--- src/rtl/sal_pkg.sv ---
package sal_pkg;
    localparam int SAMPLE_W = 16;
    localparam int WORD_W   = 2 * SAMPLE_W;
    localparam int DIV_W    = 8;
    localparam int TH_W     = 4;

    localparam logic [2:0] RA_CTRL = 3'd0;
    localparam logic [2:0] RA_MODE = 3'd1;
    localparam logic [2:0] RA_STAT = 3'd2;
    localparam logic [2:0] RA_MASK = 3'd3;
    localparam logic [2:0] RA_CLR  = 3'd4;
    localparam logic [2:0] RA_DIV  = 3'd5;
    localparam logic [2:0] RA_DATA = 3'd6;

    typedef enum logic [1:0] {
        FR_IDLE  = 2'd0,
        FR_LEFT  = 2'd1,
        FR_RIGHT = 2'd2
    } frame_state_e;

    typedef struct packed {
        logic [TH_W-1:0] rx_th;
        logic [TH_W-1:0] tx_th;
        logic            soft_rst;
        logic            bclk_drive;
        logic            link_en;
    } ctrl_t;

    typedef struct packed {
        logic loopback;
        logic play_off;
        logic rec_off;
        logic msb_just;
    } mode_t;
endpackage

--- src/rtl/sal_fifo.sv ---
module sal_fifo #(
    parameter int W     = 32,
    parameter int DEPTH = 16
) (
    input  logic                   clk,
    input  logic                   rst_n,
    input  logic                   clr,
    input  logic                   push,
    input  logic [W-1:0]           wdata,
    input  logic                   pop,
    output logic [W-1:0]           rdata,
    output logic [$clog2(DEPTH):0] count,
    output logic                   full,
    output logic                   empty
);
    localparam int AW = $clog2(DEPTH);
    localparam int CW = AW + 1;

    logic [W-1:0]  mem_q [DEPTH];
    logic [AW-1:0] wr_ptr_q, rd_ptr_q;
    logic [CW-1:0] cnt_q;
    logic          do_push, do_pop;

    assign full    = (cnt_q == CW'(DEPTH));
    assign empty   = (cnt_q == '0);
    assign do_push = push && !full;
    assign do_pop  = pop && !empty;
    assign rdata   = mem_q[rd_ptr_q];
    assign count   = cnt_q;

    always_ff @(posedge clk) begin
        if (do_push) begin
            mem_q[wr_ptr_q] <= wdata;
        end
    end

    always_ff @(posedge clk or negedge rst_n) begin
        if (!rst_n) begin
            wr_ptr_q <= '0;
            rd_ptr_q <= '0;
            cnt_q    <= '0;
        end else if (clr) begin
            wr_ptr_q <= '0;
            rd_ptr_q <= '0;
            cnt_q    <= '0;
        end else begin
            if (do_push) begin
                wr_ptr_q <= (wr_ptr_q == AW'(DEPTH - 1)) ? '0 : wr_ptr_q + 1'b1;
            end
            if (do_pop) begin
                rd_ptr_q <= (rd_ptr_q == AW'(DEPTH - 1)) ? '0 : rd_ptr_q + 1'b1;
            end
            case ({do_push, do_pop})
                2'b10:   cnt_q <= cnt_q + 1'b1;
                2'b01:   cnt_q <= cnt_q - 1'b1;
                default: cnt_q <= cnt_q;
            endcase
        end
    end

    AST_FIFO_NO_OVERFLOW: assert property (@(posedge clk) disable iff (!rst_n)
        (full && push && !pop && !clr) |=> (full && count == $past(count)));
endmodule

--- src/rtl/sal_bclk_gen.sv ---
module sal_bclk_gen #(
    parameter int DIV_W = 8
) (
    input  logic             clk,
    input  logic             rst_n,
    input  logic             clr,
    input  logic             run,
    input  logic             drive,
    input  logic [DIV_W-1:0] div,
    input  logic             bclk_in,
    output logic             bclk_out,
    output logic             rise,
    output logic             fall
);
    logic [DIV_W-1:0] cnt_q;
    logic             bclk_q;
    logic [2:0]       sync_q;
    logic             tick;

    assign tick     = run && drive && (cnt_q == '0);
    assign bclk_out = bclk_q;

    always_ff @(posedge clk or negedge rst_n) begin
        if (!rst_n) begin
            cnt_q  <= '0;
            bclk_q <= 1'b0;
            sync_q <= '0;
        end else if (clr) begin
            cnt_q  <= '0;
            bclk_q <= 1'b0;
            sync_q <= '0;
        end else begin
            sync_q <= {sync_q[1:0], bclk_in};
            if (!run || !drive) begin
                cnt_q  <= div;
                bclk_q <= 1'b0;
            end else if (tick) begin
                cnt_q  <= div;
                bclk_q <= ~bclk_q;
            end else begin
                cnt_q <= cnt_q - 1'b1;
            end
        end
    end

    always_comb begin
        if (drive) begin
            rise = tick && !bclk_q;
            fall = tick && bclk_q;
        end else begin
            rise = run && sync_q[1] && !sync_q[2];
            fall = run && !sync_q[1] && sync_q[2];
        end
    end

    AST_BCLK_QUIET_SLAVE: assert property (@(posedge clk) disable iff (!rst_n)
        !drive |=> !bclk_out);
endmodule

--- src/rtl/sal_framer.sv ---
module sal_framer
    import sal_pkg::*;
#(
    parameter int W = 32
) (
    input  logic         clk,
    input  logic         rst_n,
    input  logic         clr,
    input  logic         go,
    input  logic         msb_just,
    input  logic         play_on,
    input  logic         rec_on,
    input  logic         loopback,
    input  logic         rise,
    input  logic         fall,
    input  logic [W-1:0] tx_word,
    input  logic         tx_empty,
    input  logic         rx_full,
    input  logic         sdi,
    output logic         tx_pop,
    output logic         rx_push,
    output logic [W-1:0] rx_word,
    output logic         underrun_set,
    output logic         overrun_set,
    output logic         fsync,
    output logic         sdo,
    output logic         busy
);
    localparam int SW   = $clog2(W);
    localparam int HALF = W / 2;

    frame_state_e  state_q, state_d;
    logic [SW-1:0] slot_q, slot_d;
    logic [W-1:0]  tx_sh_q, rx_sh_q;
    logic          prev_q, armed_q;
    logic          load, last_slot, half_slot, sdi_sel, word_done;

    assign last_slot = (slot_q == SW'(W - 1));
    assign half_slot = (slot_q == SW'(HALF - 1));

    // next-state logic
    always_comb begin
        state_d = state_q;
        slot_d  = slot_q;
        load    = 1'b0;
        if (fall) begin
            unique case (state_q)
                FR_IDLE: begin
                    if (go) begin
                        state_d = FR_LEFT;
                        slot_d  = '0;
                        load    = 1'b1;
                    end
                end
                FR_LEFT: begin
                    slot_d = slot_q + 1'b1;
                    if (half_slot) state_d = FR_RIGHT;
                end
                FR_RIGHT: begin
                    slot_d = slot_q + 1'b1;
                    if (last_slot) begin
                        slot_d = '0;
                        if (go) begin
                            state_d = FR_LEFT;
                            load    = 1'b1;
                        end else begin
                            state_d = FR_IDLE;
                        end
                    end
                end
                default: state_d = FR_IDLE;
            endcase
        end
    end

    // state register
    always_ff @(posedge clk or negedge rst_n) begin
        if (!rst_n) begin
            state_q <= FR_IDLE;
            slot_q  <= '0;
        end else if (clr) begin
            state_q <= FR_IDLE;
            slot_q  <= '0;
        end else begin
            state_q <= state_d;
            slot_q  <= slot_d;
        end
    end

    // outputs and datapath
    assign busy         = (state_q != FR_IDLE);
    assign tx_pop       = load && play_on && !tx_empty;
    assign underrun_set = load && play_on && tx_empty;
    assign sdo          = busy && (msb_just ? tx_sh_q[W-1] : prev_q);
    assign fsync        = busy && (msb_just ? !slot_q[SW-1] : slot_q[SW-1]);
    assign sdi_sel      = loopback ? sdo : sdi;
    assign rx_word      = {rx_sh_q[W-2:0], sdi_sel};
    assign word_done    = rise && busy &&
                          (msb_just ? last_slot : (slot_q == '0 && armed_q));
    assign rx_push      = word_done && rec_on && !rx_full;
    assign overrun_set  = word_done && rec_on && rx_full;

    always_ff @(posedge clk or negedge rst_n) begin
        if (!rst_n) begin
            tx_sh_q <= '0;
            rx_sh_q <= '0;
            prev_q  <= 1'b0;
            armed_q <= 1'b0;
        end else if (clr) begin
            tx_sh_q <= '0;
            rx_sh_q <= '0;
            prev_q  <= 1'b0;
            armed_q <= 1'b0;
        end else begin
            if (fall) begin
                prev_q <= tx_sh_q[W-1];
                if (load) begin
                    tx_sh_q <= tx_pop ? tx_word : '0;
                end else if (state_d == FR_IDLE) begin
                    tx_sh_q <= '0;
                end else begin
                    tx_sh_q <= tx_sh_q << 1;
                end
            end
            if (rise && busy) begin
                rx_sh_q <= rx_word;
                if (last_slot) armed_q <= 1'b1;
            end
            if (!busy) armed_q <= 1'b0;
        end
    end

    AST_I2S_LEFT_SYNC_LOW: assert property (@(posedge clk) disable iff (!rst_n)
        (state_q == FR_LEFT && !msb_just) |-> !fsync);
    AST_MSB_LEFT_SYNC_HIGH: assert property (@(posedge clk) disable iff (!rst_n)
        (state_q == FR_LEFT && msb_just) |-> fsync);
    AST_NO_POP_PLAY_OFF: assert property (@(posedge clk) disable iff (!rst_n)
        !play_on |-> (!tx_pop && !underrun_set));
    AST_IDLE_QUIET: assert property (@(posedge clk) disable iff (!rst_n)
        (state_q == FR_IDLE) |-> (!sdo && !fsync && !rx_push));
endmodule

--- src/rtl/serial_audio_link.sv ---
module serial_audio_link
    import sal_pkg::*;
(
    input  logic        clk,
    input  logic        rst_n,
    input  logic [2:0]  bus_addr,
    input  logic        bus_wr,
    input  logic        bus_rd,
    input  logic [31:0] bus_wdata,
    output logic [31:0] bus_rdata,
    output logic        irq,
    output logic        tx_dreq,
    output logic        rx_dreq,
    input  logic        bclk_in,
    output logic        bclk_out,
    output logic        bclk_oe,
    output logic        fsync_out,
    output logic        sdata_out,
    input  logic        sdata_in
);
    localparam int DEPTH = 16;
    localparam int CW    = $clog2(DEPTH) + 1;

    ctrl_t            ctrl_q;
    mode_t            mode_q;
    logic [3:0]       mask_q;
    logic [DIV_W-1:0] div_q;
    logic             tur_q, ror_q;
    logic [31:0]      rdata_q;
    logic             srst;

    logic             wr_ctrl, wr_mode, wr_mask, wr_clr, wr_div, wr_data, rd_data;
    logic             clr_tur, clr_ror;

    logic [WORD_W-1:0] tx_head, rx_head, rx_word;
    logic [CW-1:0]     tx_cnt, rx_cnt;
    logic              tx_full, tx_empty, rx_full, rx_empty;
    logic              tx_pop, rx_push, under_set, over_set;
    logic              rise, fall, busy, go, run, play_on, rec_on;
    logic              tx_req, rx_req, link_off;
    logic [7:0]        status;

    assign srst    = ctrl_q.soft_rst;
    assign wr_ctrl = bus_wr && bus_addr == RA_CTRL;
    assign wr_mode = bus_wr && bus_addr == RA_MODE;
    assign wr_mask = bus_wr && bus_addr == RA_MASK;
    assign wr_clr  = bus_wr && bus_addr == RA_CLR;
    assign wr_div  = bus_wr && bus_addr == RA_DIV;
    assign wr_data = bus_wr && bus_addr == RA_DATA && !srst;
    assign rd_data = bus_rd && bus_addr == RA_DATA && !srst;
    assign clr_tur = wr_clr && bus_wdata[5];
    assign clr_ror = wr_clr && bus_wdata[6];

    assign play_on = !mode_q.play_off;
    assign rec_on  = !mode_q.rec_off;
    assign go      = ctrl_q.link_en && (play_on || rec_on);
    assign run     = ctrl_q.link_en || busy;

    // control register: a set reset bit wipes the other fields
    always_ff @(posedge clk or negedge rst_n) begin
        if (!rst_n) begin
            ctrl_q <= '0;
        end else if (wr_ctrl) begin
            if (bus_wdata[3]) begin
                ctrl_q          <= '0;
                ctrl_q.soft_rst <= 1'b1;
            end else begin
                ctrl_q.rx_th      <= bus_wdata[15:12];
                ctrl_q.tx_th      <= bus_wdata[11:8];
                ctrl_q.soft_rst   <= 1'b0;
                ctrl_q.bclk_drive <= bus_wdata[2];
                ctrl_q.link_en    <= bus_wdata[0];
            end
        end
    end

    always_ff @(posedge clk or negedge rst_n) begin
        if (!rst_n) begin
            mode_q <= '{loopback: 1'b0, play_off: 1'b1, rec_off: 1'b1, msb_just: 1'b0};
            mask_q <= '0;
            div_q  <= '0;
            tur_q  <= 1'b0;
            ror_q  <= 1'b0;
        end else if (srst) begin
            mode_q <= '{loopback: 1'b0, play_off: 1'b1, rec_off: 1'b1, msb_just: 1'b0};
            mask_q <= '0;
            div_q  <= '0;
            tur_q  <= 1'b0;
            ror_q  <= 1'b0;
        end else begin
            if (wr_mode) begin
                mode_q.loopback <= bus_wdata[5];
                mode_q.play_off <= bus_wdata[4];
                mode_q.rec_off  <= bus_wdata[3];
                mode_q.msb_just <= bus_wdata[0];
            end
            if (wr_mask) mask_q <= bus_wdata[6:3];
            if (wr_div)  div_q  <= bus_wdata[DIV_W-1:0];
            if (under_set)    tur_q <= 1'b1;
            else if (clr_tur) tur_q <= 1'b0;
            if (over_set)     ror_q <= 1'b1;
            else if (clr_ror) ror_q <= 1'b0;
        end
    end

    assign tx_req   = (tx_cnt <= CW'(ctrl_q.tx_th));
    assign rx_req   = (rx_cnt >= CW'(ctrl_q.rx_th));
    assign link_off = !ctrl_q.link_en && !busy;
    assign status   = {link_off, ror_q, tur_q, rx_req, tx_req, busy, !rx_empty, !tx_full};

    always_ff @(posedge clk or negedge rst_n) begin
        if (!rst_n) begin
            rdata_q <= '0;
        end else if (bus_rd) begin
            unique case (bus_addr)
                RA_CTRL: rdata_q <= {16'b0, ctrl_q.rx_th, ctrl_q.tx_th, 4'b0,
                                     ctrl_q.soft_rst, ctrl_q.bclk_drive, 1'b0, ctrl_q.link_en};
                RA_MODE: rdata_q <= {26'b0, mode_q.loopback, mode_q.play_off,
                                     mode_q.rec_off, 2'b0, mode_q.msb_just};
                RA_STAT: rdata_q <= {24'b0, status};
                RA_MASK: rdata_q <= {25'b0, mask_q, 3'b0};
                RA_DIV:  rdata_q <= {{(32-DIV_W){1'b0}}, div_q};
                RA_DATA: rdata_q <= rx_empty ? '0 : rx_head;
                default: rdata_q <= '0;
            endcase
        end
    end

    sal_fifo #(.W(WORD_W), .DEPTH(DEPTH)) u_tx_fifo (
        .clk(clk), .rst_n(rst_n), .clr(srst),
        .push(wr_data), .wdata(bus_wdata), .pop(tx_pop), .rdata(tx_head),
        .count(tx_cnt), .full(tx_full), .empty(tx_empty)
    );

    sal_fifo #(.W(WORD_W), .DEPTH(DEPTH)) u_rx_fifo (
        .clk(clk), .rst_n(rst_n), .clr(srst),
        .push(rx_push), .wdata(rx_word), .pop(rd_data), .rdata(rx_head),
        .count(rx_cnt), .full(rx_full), .empty(rx_empty)
    );

    sal_bclk_gen #(.DIV_W(DIV_W)) u_bclk (
        .clk(clk), .rst_n(rst_n), .clr(srst), .run(run),
        .drive(ctrl_q.bclk_drive), .div(div_q), .bclk_in(bclk_in),
        .bclk_out(bclk_out), .rise(rise), .fall(fall)
    );

    sal_framer #(.W(WORD_W)) u_framer (
        .clk(clk), .rst_n(rst_n), .clr(srst), .go(go),
        .msb_just(mode_q.msb_just), .play_on(play_on), .rec_on(rec_on),
        .loopback(mode_q.loopback), .rise(rise), .fall(fall),
        .tx_word(tx_head), .tx_empty(tx_empty), .rx_full(rx_full), .sdi(sdata_in),
        .tx_pop(tx_pop), .rx_push(rx_push), .rx_word(rx_word),
        .underrun_set(under_set), .overrun_set(over_set),
        .fsync(fsync_out), .sdo(sdata_out), .busy(busy)
    );

    assign bus_rdata = rdata_q;
    assign bclk_oe   = ctrl_q.bclk_drive;
    assign tx_dreq   = tx_req;
    assign rx_dreq   = rx_req;
    assign irq       = |(mask_q & status[6:3]);

    AST_TUR_STICKY: assert property (@(posedge clk) disable iff (!rst_n)
        (tur_q && !clr_tur && !srst) |=> tur_q);
    AST_ROR_STICKY: assert property (@(posedge clk) disable iff (!rst_n)
        (ror_q && !clr_ror && !srst) |=> ror_q);
    AST_IRQ_NEEDS_MASK: assert property (@(posedge clk) disable iff (!rst_n)
        (mask_q == '0) |-> !irq);
    AST_SOFT_RESET_HOLDS: assert property (@(posedge clk) disable iff (!rst_n)
        srst |=> (!busy && rx_empty));
endmodule

--- config.mk ---
export PLATFORM = sky130hd
export DESIGN_NAME = serial_audio_link
export DESIGN_NICKNAME = d
export VERILOG_FILES = /design/src/rtl/sal_pkg.sv /design/src/rtl/sal_fifo.sv /design/src/rtl/sal_bclk_gen.sv /design/src/rtl/sal_framer.sv /design/src/rtl/serial_audio_link.sv
export SDC_FILE = /design/constraint.sdc
export NUM_CORES = 1
export LEC_CHECK = 0
export BUFFER_PORTS_ARGS = -buffer_cell sky130_fd_sc_hd__buf_2
export CAP_MARGIN = 20
export CELL_PAD_IN_SITES_DETAIL_PLACEMENT = 1
export CELL_PAD_IN_SITES_GLOBAL_PLACEMENT = 2
export CORE_UTILIZATION = 53
export DETAILED_ROUTE_END_ITERATION = 12
export PLACE_DENSITY = 0.83
export REMOVE_ABC_BUFFERS = 1
export SLEW_MARGIN = 20
export SYNTH_ARGS = -nofsm -noshare
export SYNTH_HDL_FRONTEND = slang
export SYNTH_SLANG_ARGS = --single-unit
export TNS_END_PERCENT = 5
--- constraint.sdc ---
create_clock -name clk -period 8.1 [get_ports clk]
set_input_delay 1.62 -clock clk [delete_from_list [all_inputs] [get_ports clk]]
set_output_delay 1.62 -clock clk [all_outputs]
set_load 0.02 [all_outputs]
======== After elaboration in Yosys (flattened, before gate mapping) ========
Memories as Yosys holds them, arrays and structs flattened.
Cells that the tools add are included.
word-level totals
  bits in registers ....................... 171
  RAM bits ................................ 1024
  bits of input ports ..................... 41
  output and inout port bits .............. 39
  word-level logic and storage cells ...... 225
  memories kept ........................... 2
memories
  name             words  width  rd ports  clocked after Yosys merged registers in  write ports  RTL line        RTL
  u_rx_fifo.mem_q  16     32     1         0                                        1            sal_fifo.sv:19  logic [W-1:0] mem_q [DEPTH];
  u_tx_fifo.mem_q  16     32     1         0                                        1            sal_fifo.sv:19
cells by class
  add/subtract/negate cells ............... 10
  $lt $le $gt $ge ......................... 2
  eq/ne operators ......................... 23
  muxes and demuxes ....................... 77
  bitwise logic cells ..................... 2
  reduce and logical (&&, ||, !) cells .... 80
operator list
  operator                                                            count
  32-bit two-way mux                                                  6
  32-bit case mux with 6 select lines                                 1
  4-bit two-way mux                                                   16
  31-bit two-way mux                                                  2
  8-bit two-way mux                                                   5
  1-bit logical AND                                                   36
  5-bit two-way mux                                                   6
  1-bit two-way mux                                                   29
  5-bit case mux with 2 select lines                                  2
  2-bit nonzero test                                                  10
  4-bit by 1-bit adder with 4-bit output, second input constant       4
  4-bit == test, second input constant                                4
  5-bit by 1-bit adder with 5-bit output, second input constant       3
  5-bit == test, second input constant                                3
  1-bit logical NOT                                                   15
  5-bit logical NOT                                                   3
  5-bit case mux with 3 select lines                                  1
  3-bit nonzero test                                                  5
  11-bit two-way mux                                                  1
  2-bit two-way mux                                                   5
  5-bit by 1-bit subtractor with 5-bit output, second input constant  2
  3-bit == test, second input constant                                3
  8-bit logical NOT                                                   1
  8-bit by 1-bit subtractor with 8-bit output, second input constant  1
  21 further kinds                                                    30

======== Depth between registers and ports, before layout ========
Gate-level depths: netlist of run 1.
  depth after elaboration ................. 14
  gate-level depth with buffers ........... 15
  mapped depth without buffers ............ 14

======== Cells and area by module ========
Synthesis of run 1 repeated with hierarchy kept, for this count alone.
second synthesis, totals
  cells, all modules ...................... 2596
  area, all modules ....................... 47850.9 um2
by module, submodules not included
  module                times used  cells each  area each (um2)  sequential area each (um2)
  sal_fifo (u_rx_fifo)  1           1081        20538.4          15700.1
  sal_fifo (u_tx_fifo)  1           839         20206.9          15700.1
  sal_framer            1           310         3280.6           1801.7
  serial_audio_link     1           304         3135.5           1529.0
  sal_bclk_gen          1           62          689.4            300.3

======== Worst setup path before layout of run 1 ========
OpenSTA, ideal clock, no wires.
  path type ............................... input port to flip-flop
  start point ............................. input bus_addr[1]
  end point ............................... memory u_tx_fifo.mem_q[3][0] (enable)
  setup time .............................. 0.461 ns
  arrival time ............................ 4.947 ns
  required time ........................... 7.639 ns
  path slack .............................. 2.692 ns
  cell stages on the path ................. 6
  buffers on the path ..................... 2
  path through ............................ buf_2 -> nand4b_1 -> a211oi_1 -> clkbuf_1 -> nand2_1 -> nor3_1
between the ends
  longest elaborated chain between the ends .. 6
RTL lines
  item                                     RTL line                 RTL
  from (decl)                              serial_audio_link.sv:6   input logic [2:0] bus_addr,
  3-bit == test                            serial_audio_link.sv:49  assign wr_data = bus_wr && bus_addr == RA_DATA && !srst;
  1-bit logical AND (2 in series)          serial_audio_link.sv:49
  1-bit logical AND                        sal_fifo.sv:26           assign do_push = push && !full;
  1-bit two-way mux                        sal_fifo.sv:32           if (do_push) begin
  1-bit two-way mux (not written as such)  sal_fifo.sv:33           mem_q[wr_ptr_q] <= wdata;
  to (decl)                                sal_fifo.sv:19
No other way between the ends.

======== Worst setup path in the final report of run 1 ========
  start point ............................. register u_tx_fifo.cnt_q[1] (netlist: u_tx_fifo.count[1])
  end point ............................... output irq
between the ends
  longest elaborated chain between the ends .. 3
RTL lines
  item                                            RTL line                  RTL
  from (decl)                                     sal_fifo.sv:21            logic [CW-1:0] cnt_q;
  from (signal assigned)                          sal_fifo.sv:54            2'b10: cnt_q <= cnt_q + 1'b1;
  from (signal assigned)                          sal_fifo.sv:55            2'b01: cnt_q <= cnt_q - 1'b1;
  from (signal assigned)                          sal_fifo.sv:56            default: cnt_q <= cnt_q;
  5-bit by 4-bit <= comparator with 1-bit output  serial_audio_link.sv:106  assign tx_req = (tx_cnt <= CW'(ctrl_q.tx_th));
  4-bit bitwise AND                               serial_audio_link.sv:161  assign irq = |(mask_q & status[6:3]);
  4-bit OR reduction                              serial_audio_link.sv:161
  to (decl)                                       serial_audio_link.sv:11   output logic irq,
No other way between the ends.

==> impl_results.md, run 1 <==
- 1st-pass router iterations: 7
- Setup CP Type: reg -> out
- CTS clk-pin slew, worst paths: 0.06 ns
- Synth Warn #: 0
- Reg2reg setup slack: 4.33 ns
- Area of the mapped netlist: 47850 um2
- Tmin final: roughly 4.5 ns
- # nets final: 2676
- DRC Markers: 0
- Fin util: 60.28%
- Most frequent cells in the layout: edfxtp_1, mux4_2, nand2_1
- Post-route insts no fill: 3874
- Die area: 91480 um2
- Syn avg cell area: 19.15 um2
- Fin Clk Skew: 0.04496 ns
- Pin count of the biggest net entering global routing: 106
- Via count: 24400
- Leak pwr: 16.40 nW
- CTS tree: yes
- P_sw: roughly 2.6 mW
- H-tree levels: 3
- Pint: 9.910 mW
- Post-DP HPWL: about 64 mm
- PortBufs: 79
- Via density: 6.298
- Worst-Margin Slew: 1.092 ns
- Final hold slack: between 0.4 and 0.5 ns
- Seq cells post-synth: 1195
- Die H: roughly 300 um
- Peak VDD IR: 0.2791 mV
- RePlAce Congestion: about 0.80
- Hold crit path type: reg -> reg
- EDFF count, synth: 1024
- Placed inst area: approximately 50000 um2
- Max-cap violation count: 0
- Worst rel slew slack: 27.22%
- Period utilization: between 50% and 60%
- Vias in the first global route: 26370
- Initial antenna violation count: 2
- Setup TNS: 0 ns
- Core Box Area: 88920 um2
- First-pass GRT wire length: 173.3 mm
- Grt total ovfl: 0
- Post-CTS Setup Repair Bufs: 0
- Worst R2R Path Depth: 12
- # IOs: 80
- Combinational power share: 2.6%
- Flop pwr share: a little over half
- PostCTS Resize Cnt: 0
- Post-placement cell count: 3646
- Share of layout cells above drive strength 1: 25.62%
- GRT Total Usage: between 20% and 30%
- Placement row count: 109
- Worst-skew pair later-pin latency: 0.71 ns
- Crit path max fanout: 9
- Switching fraction of total power: 20.97%
- Final instance area: between 50000 and 60000 um2
- Antenna Violating Nets Remaining: 0
- First DRT Iteration DRCs: approximately 2300
- Slew Viols, Final: 0
- Post-CTS Hold Buffers: 0
- Layout area overhead: 12.02%
- Pwr/cell area: 233.9 nW/um2
- Status: finished, final reports clean
- Cells after Synth: approximately 2500
- Worst R2R End: u_tx_fifo.count[4]
- Routed WL: 116.8 mm
- CP endpoint kind: output pin
- Most common cell after layout, fill and taps aside: edfxtp_1
- Critical path arrival: about 2.9 ns
- Critical path launch point: u_tx_fifo.count[1]
- Chip Width: 302.5 um
- Setup crit end: irq
- Hold Vio Cnt, Final: 0
- Synth cell types: between 70 and 80
- Max Fclk: 223.3 MHz
- CTS Buf Count: 119
- Sequential area share after synthesis: 73.21%
- Starting Density: 53.81%
- R2r startpoint: u_framer.state_q[1]
- Clock Power Share: 43.8%
- Clk root buf: clkbuf_16
- CP required: 6.48 ns
- Clock Sink Count: 1195
- Diode count: 0
- Wire per inst: 30.14 um
- Critical Path Start Type: flip-flop
- Clock Tree Buf Depth: 3
- Most used DFF post-synth: edfxtp_1
- Asr flop ratio synth: 14.31%
- Setup violators final: 0
- Unrepaired setup endpoints after global routing: no
[cell usage after synthesis (5+ instances only)]
master / instances / area [um2]
a21o_1: 36 / 270.3
a31oi_1: 7 / 43.79
xnor2_1: 6 / 52.55
and3_1: 7 / 43.79
clkbuf_1: 84 / 315.3
nand2b_1: 17 / 106.4
o211ai_1: 9 / 67.56
a21oi_1: 100 / 500.5
dfrtp_1: 169 / 4229
xor2_1: 10 / 87.58
inv_1: 49 / 183.9
a22oi_1: 5 / 37.54
buf_4: 6 / 45.04
mux2_2: 6 / 67.56
buf_1: 10 / 37.54
nand2_1: 186 / 698.2
nand4_1: 5 / 31.28
buf_2: 43 / 215.2
nor2b_1: 21 / 131.4
mux2i_1: 13 / 130.1
a2bb2oi_1: 31 / 271.5
edfxtp_1: 1024 / 30750
a211oi_1: 13 / 97.59
and2_1: 18 / 112.6
mux4_2: 320 / 7207
a21boi_0: 31 / 232.7
nor3_1: 18 / 90.09
a221o_1: 10 / 100.1
ha_1: 32 / 400.4
o21ai_0: 47 / 235.2
nand3_1: 18 / 90.09
nor2_1: 77 / 289.0
[final cells by class]
cell class	count	area, um2
flip-flops and latches	1195	35060
inverters	49	183.9
fillers	7587	35320
clock inverters	59	568.0
repair buffers	132	864.6
clock buffers	168	3334
well taps	1165	1458
multi-input cells	1106	12130
[cell families after synthesis]
kind of cell / after synthesis / synth area share [%]
AO/OA/AOI/OAI: 319 / 4.464
XOR/XNOR: 16 / 0.2929
adder cells (fa/ha/maj): 32 / 0.8368
buffers and inverters: 198 / 1.768
flip-flops: 1195 / 73.21
multiplexers: 340 / 15.51
AND/OR/NAND/NOR: 399 / 3.917
[sequential cells by signal (all words and copies together) (netlist names), 8 cells and up]
signal,flops
u_rx_fifo.mem_q,512
bus_rdata,32
ctrl_q,9
u_tx_fifo.mem_q,512
u_bclk.cnt_q,8
u_framer.rx_sh_q,31
div_q,8
u_framer.tx_sh_q,32
[worst min path at each step]
stage	slack [ns]	cells past startpoint	start	end
global route	0.53	1	u_bclk.sync_q[0]	u_bclk.sync_q[1]
CTS	0.49	1	u_bclk.sync_q[0]	u_bclk.sync_q[1]
finish	0.48	1	u_bclk.sync_q[0]	u_bclk.sync_q[1]
floorplan	0.44	1	u_bclk.sync_q[0]	u_bclk.sync_q[1]
detailed placement	0.45	1	u_bclk.sync_q[0]	u_bclk.sync_q[1]
global placement	0.47	1	u_bclk.sync_q[0]	u_bclk.sync_q[1]
[power by group through the flow]
| stage | Sequential [mW] | Clock, mW | Combinational [mW] |
|---|---|---|---|
| finish | 6.73 | 5.49 | 0.323 |
| CTS | 6.73 | 5.57 | 0.326 |
| floorplan | 6.85 | 0 | 0.140 |
| global route | 6.73 | 5.76 | 0.352 |
| detailed placement | 6.85 | 0 | 0.323 |
| global placement | 6.85 | 0 | 0.308 |
[metrics by stage]
stage | setup WS (ns) | power [mW]
after floorplan | 1.439 | 6.991
after global placement | 3.676 | 7.160
after detailed placement | 3.467 | 7.178
after CTS | 3.615 | 12.62
after global routing | 3.463 | 12.85
final | 3.622 | 12.54
[metal layers]
layer  GRT usage, %  up-vias  part of all wire, %
met5              0        -                0.011
met4          7.239        2                  2.3
met3          3.688      177                  5.4
met2          45.60      784                   52
met1          34.71    13170                   40
li1               -    10270                    -
[critical path: stages (launching register included)]
cell and delay (ns):
dfrtp_1 0.53, ha_1 0.31, nor2b_1 0.15, o21a_1 0.16, o21ai_0 0.17, nand2b_1 0.08
a21oi_1 0.37, a221o_1 0.22, buf_2 0.16
(Power assumes the default switching activity.)
==> run 2, diff against run 1 <==
--- a/config.mk
+++ b/config.mk
@@ -5,13 +5,14 @@
 export SDC_FILE = /design/constraint.sdc
 export NUM_CORES = 1
 export LEC_CHECK = 0
+export ABC_AREA = 1
 export BUFFER_PORTS_ARGS = -buffer_cell sky130_fd_sc_hd__buf_2
 export CAP_MARGIN = 20
 export CELL_PAD_IN_SITES_DETAIL_PLACEMENT = 1
 export CELL_PAD_IN_SITES_GLOBAL_PLACEMENT = 2
-export CORE_UTILIZATION = 53
+export CORE_UTILIZATION = 40
 export DETAILED_ROUTE_END_ITERATION = 12
-export PLACE_DENSITY = 0.83
+export PLACE_DENSITY = 0.75
 export REMOVE_ABC_BUFFERS = 1
 export SLEW_MARGIN = 20
 export SYNTH_ARGS = -nofsm -noshare
==> constraint.sdc (replaced) <==
create_clock -name clk -period 3.6 [get_ports clk]
set_input_delay 0.72 -clock clk [delete_from_list [all_inputs] [get_ports clk]]
set_output_delay 0.72 -clock clk [all_outputs]
set_load 0.02 [all_outputs]
==> run 2 against run 1 <==
Net effect:
- first-iteration DRC count up 5.1%
- core utilization down 14 points
- register-to-register slack worse by 3.8 ns
- count of clock-buffer cells in the layout up 9
- design area up 3.8%
- flip-flop and latch count unchanged
- sequential share of layout area down 2.4 points
- clock skew down 0.020 ns
- via count up 31%
- largest cell class unchanged
==> impl_results.md, run 2 <==
- Status: finished, final reports clean (unchanged)
- Worst path slowest cell: a21oi_1 (was dfrtp_1)
- H-tree levels: 4 (was 3)
- Most used DFF post-synth: edfxtp_1 (unchanged)
- Placed inst area: 51640 um2 (was 49670 um2)
- # nets final: 4114 (was 2676)
- Wire per inst: 24.53 um (was 30.14 um)
- CP required: 2.88 ns (was 6.48 ns)
- Fin util: 46.31% (was 60.28%)
- Peak VDD IR: 0.4328 mV (was 0.2791 mV)
- First-pass GRT wire length: 212.2 mm (was 173.3 mm)
- Post-Synth XOR/XNOR Area: 0.2167% (was 0.2929%)
- Flop pwr share: 49.6% (was 53.7%)
- Share of layout cells above drive strength 1: 11.82% (was 25.62%)
- Worst-skew pair later-pin latency: 0.74 ns (was 0.71 ns)
- GR met1 Demand/Resource: 31.07% (was 34.71%)
- Area leader, netlist: edfxtp_1 (unchanged)
- Worst R2R Path Depth: 11 (was 12)
- Synth area leaders: edfxtp_1, dfrtp_1, nand2_1, o21ai_0, nor2_1 (was edfxtp_1, mux4_2, dfrtp_1, nand2_1, a21oi_1)
- Seq cells post-synth: 1195 (unchanged)
- Placement row count: 127 (was 109)
- Most frequent cells in the layout: edfxtp_1, nand2_1, o21ai_0 (was edfxtp_1, mux4_2, nand2_1)
- Routed WL: 141.2 mm (was 116.8 mm)
- Diode count: 0 (unchanged)
- Setup CP Type: reg -> out (unchanged)
- Sequential area share after synthesis: 72.23% (was 73.21%)
- Clock Tree Buf Depth: 3 (unchanged)
- Critical path launch point: u_tx_fifo.count[3] (was u_tx_fifo.count[1])
- First DRT Iteration DRCs: 2412 (was 2295)
- Family with the most delay on the worst path: compound AO/OA/AOI/OAI gates (unchanged)
- P_sw: 7.650 mW (was 2.629 mW)
- Filler Cells Inserted: 12470 (was 7587)
- Crit path buf inv count: 1 (unchanged)
- Met3 usage: 3.117% (was 3.688%)
- Synth Area in Compound Gates: 12.70% (was 4.464%)
- Clk root buf: clkbuf_16 (unchanged)
- Area of the mapped netlist: 48500 um2 (was 47850 um2)
- Pwr/cell area: 552.1 nW/um2 (was 233.9 nW/um2)
- Instance count on the critical path: 7 (was 8)
- Clock Sink Count: 1195 (unchanged)
- CTS Buf Count: 131 (was 119)
- Simple-Gate Fraction of Synth Area: 10.34% (was 3.917%)
- CTS clk-pin slew, worst paths: 0.06 ns (about the same)
- Post-Synth Adder-Cell Area: 0.8255% (was 0.8368%)
- Hold Vio Cnt, Final: 0 (unchanged)
- Synth cell count leaders: edfxtp_1, nand2_1, o21ai_0 (was edfxtp_1, mux4_2, nand2_1)
- Syn avg cell area: 12.30 um2 (was 19.15 um2)
- Register area: 35050 um2 (was 35060 um2)
- Fin Clk Skew: 0.02466 ns (was 0.04496 ns)
- Via count: 32030 (was 24400)
- Final hold slack: 0.1971 ns (was 0.4841 ns)
- Synth cell types: 54 (was 78)
- Area share of the largest cell type after synthesis: 63.40% (was 64.27%)
- Slew Viols, Final: 0 (unchanged)
- Most numerous cell in the Yosys netlist: edfxtp_1 (unchanged)
- EDFF count, synth: 1024 (unchanged)
- Crit path max fanout: 4 (was 9)
- Tmin final: 3.406 ns
- Cells after Synth: 3942 (was 2499)
- Die H: 350.2 um (was 302.5 um)
- Min-Delay Path Depth: 3 (was 1)
- R2r startpoint: u_framer.slot_q[1] (was u_framer.state_q[1])
- Antenna Violating Nets Remaining: 0 (unchanged)
- Setup crit end: irq (unchanged)
- Setup violators final: 0 (unchanged)
- Slowest Stage Delay on Critical Path: 0.47 ns (was 0.53 ns)
- Worst rel slew slack: 31.75% (was 27.22%)
- Initial antenna violation count: 3 (was 2)
- CP dominant cell by count: a21oi_1
- Core Box Area: 120100 um2 (was 88920 um2)
- Post-route insts no fill: 5756 (was 3874)
- # IOs: 80 (unchanged)
- Starting Density: 40.37% (was 53.81%)
- GRT Total Usage: 23.05% (was 26.15%)
- Pin count of the biggest net entering global routing: 147 (was 106)
- Crit path cell chain: ha_1 > a21oi_1 > o21ai_0 > a21oi_1 > nand2_1 > o2111ai_1 > buf_2 (was ha_1 > nor2b_1 > o21a_1 > o21ai_0 > nand2b_1 > a21oi_1 > a221o_1 > buf_2)
- Post-placement cell count: 5519 (was 3646)
- Leak pwr: 18.62 nW (was 16.40 nW)
- Unrepaired setup endpoints after global routing: no (unchanged)
- CTS tree: yes (unchanged)
- Post-DP HPWL: 84.81 mm (was 63.91 mm)
- Worst-Margin Slew: 1.023 ns (was 1.092 ns)
- Critical path arrival: 2.69 ns (was 2.86 ns)
- Chip Width: 350.2 um (was 302.5 um)
- M2 GR Usage: 38.96% (was 45.60%)
- Hold crit path type: in -> reg (was reg -> reg)
- Combinational power share: 9.1% (was 2.6%)
- Vias in the first global route: 33190 (was 26370)
- PortBufs: 79 (unchanged)
- Global routing's busiest layer: met2 (unchanged)
- Layout area overhead: 14.71% (was 12.02%)
- Mux share of post-synthesis cell area: 0.09287% (was 15.51%)
- Clock Power Share: 41.3% (was 43.8%)
- DRC Markers: 0 (unchanged)
- Critical Path Start Type: flip-flop (unchanged)
- Max Fclk: around 300 MHz
- Die area: 122700 um2 (was 91480 um2)
- Max-cap violation count: 0 (unchanged)
- Period utilization: 94.60%
- Multi-input gate area: 11990 um2 (was 12130 um2)
- Switching fraction of total power: 24.91% (was 20.97%)
- Pint: 23.06 mW (was 9.910 mW)
- RePlAce Congestion: 0.8105 (was 0.8022)
- Final instance area: 55640 um2 (was 53600 um2)
- Reg2reg setup slack: 0.49 ns (was 4.33 ns)
- Synth Warn #: 0 (unchanged)
- Top Registers: u_rx_fifo.mem_q x512, u_tx_fifo.mem_q x512 (unchanged)
- Worst R2R End: u_rx_fifo.mem_q[4][9] (was u_tx_fifo.count[4])
- Main combinational cell family by area after synthesis: compound AO/OA/AOI/OAI gates (was multiplexers)
- Power, Total: 30.72 mW (was 12.54 mW)
- Asr flop ratio synth: 14.31% (unchanged)
- Grt total ovfl: 0 (unchanged)
- Via density: 5.564 (was 6.298)
- 1st-pass router iterations: 5 (was 7)
- Most common cell after layout, fill and taps aside: edfxtp_1 (unchanged)
- CP endpoint kind: output pin (unchanged)
run 2: layout make-up:
| cell class | instances | share of cell area (%) |
|---|---|---|
| Clock buffer | 177 | 6.367 |
| Tap cell | 1612 | 3.625 |
| Multi-Input combinational cell | 2319 | 21.54 |
| Clock inverter | 59 | 0.7894 |
| Sequential cell | 1195 | 63.00 |
| Inverter | 187 | 1.295 |
| Timing Repair Buffer | 207 | 3.380 |
run 2: metrics by stage:
step                TNS, ns  setup WS [ns]
floorplan           -400.26         -7.616
global placement          0         0.4518
detailed placement        0         0.4126
CTS                       0        0.05998
global route              0        0.04892
finish                    0         0.1943
run 2: cell families after synthesis:
group	count (synthesis)
AO/OA/AOI/OAI	1037
XOR/XNOR	12
adder cells (fa/ha/maj)	32
buffers and inverters	428
flip-flops	1195
multiplexers	4
AND/OR/NAND/NOR	1234
run 2: routing by layer:
| metal | vias up | wire (um) |
|---|---|---|
| met5 | - | 20 |
| met4 | 2 | 3119 |
| met3 | 206 | 6019 |
| met2 | 719 | 69430 |
| met1 | 16540 | 62620 |
| li1 | 14550 | - |
run 2: power by group through the flow:
stage / Sequential [mW] / Clock, mW / Combinational (mW)
floorplan: 15.7 / 0 / 1.48
global placement: 15.5 / 0 / 2.79
detailed placement: 15.5 / 0 / 2.83
CTS: 15.2 / 12.9 / 2.85
global route: 15.2 / 13.4 / 3.09
finish: 15.2 / 12.7 / 2.81
run 2: worst min-delay path by stage:
stage	startpoint	endpoint	slack (ns)
5_1_grt	bclk_in	u_bclk.sync_q[0]	0.18
3_3_place_gp	bus_rdata[1]	bus_rdata[1]	0.46
2_1_floorplan	rst_n	bclk_oe	0.42
6_report	bclk_in	u_bclk.sync_q[0]	0.20
4_1_cts	bclk_in	u_bclk.sync_q[0]	0.16
3_5_place_dp	u_framer.tx_sh_q[23]	u_framer.tx_sh_q[23]	0.47
run 2: tightest hold or removal path: stages:
cell and delay [ns]:
buf_2 0.10, inv_1 0.05, nor2_1 0.03
run 2: repair_timing:
item,4_1_cts,5_1_grt
setup buffers,0,0
setup endpoints to repair,0,1
resized for setup,0,1
hold buffers,1,0
hold endpoints to repair,50,0
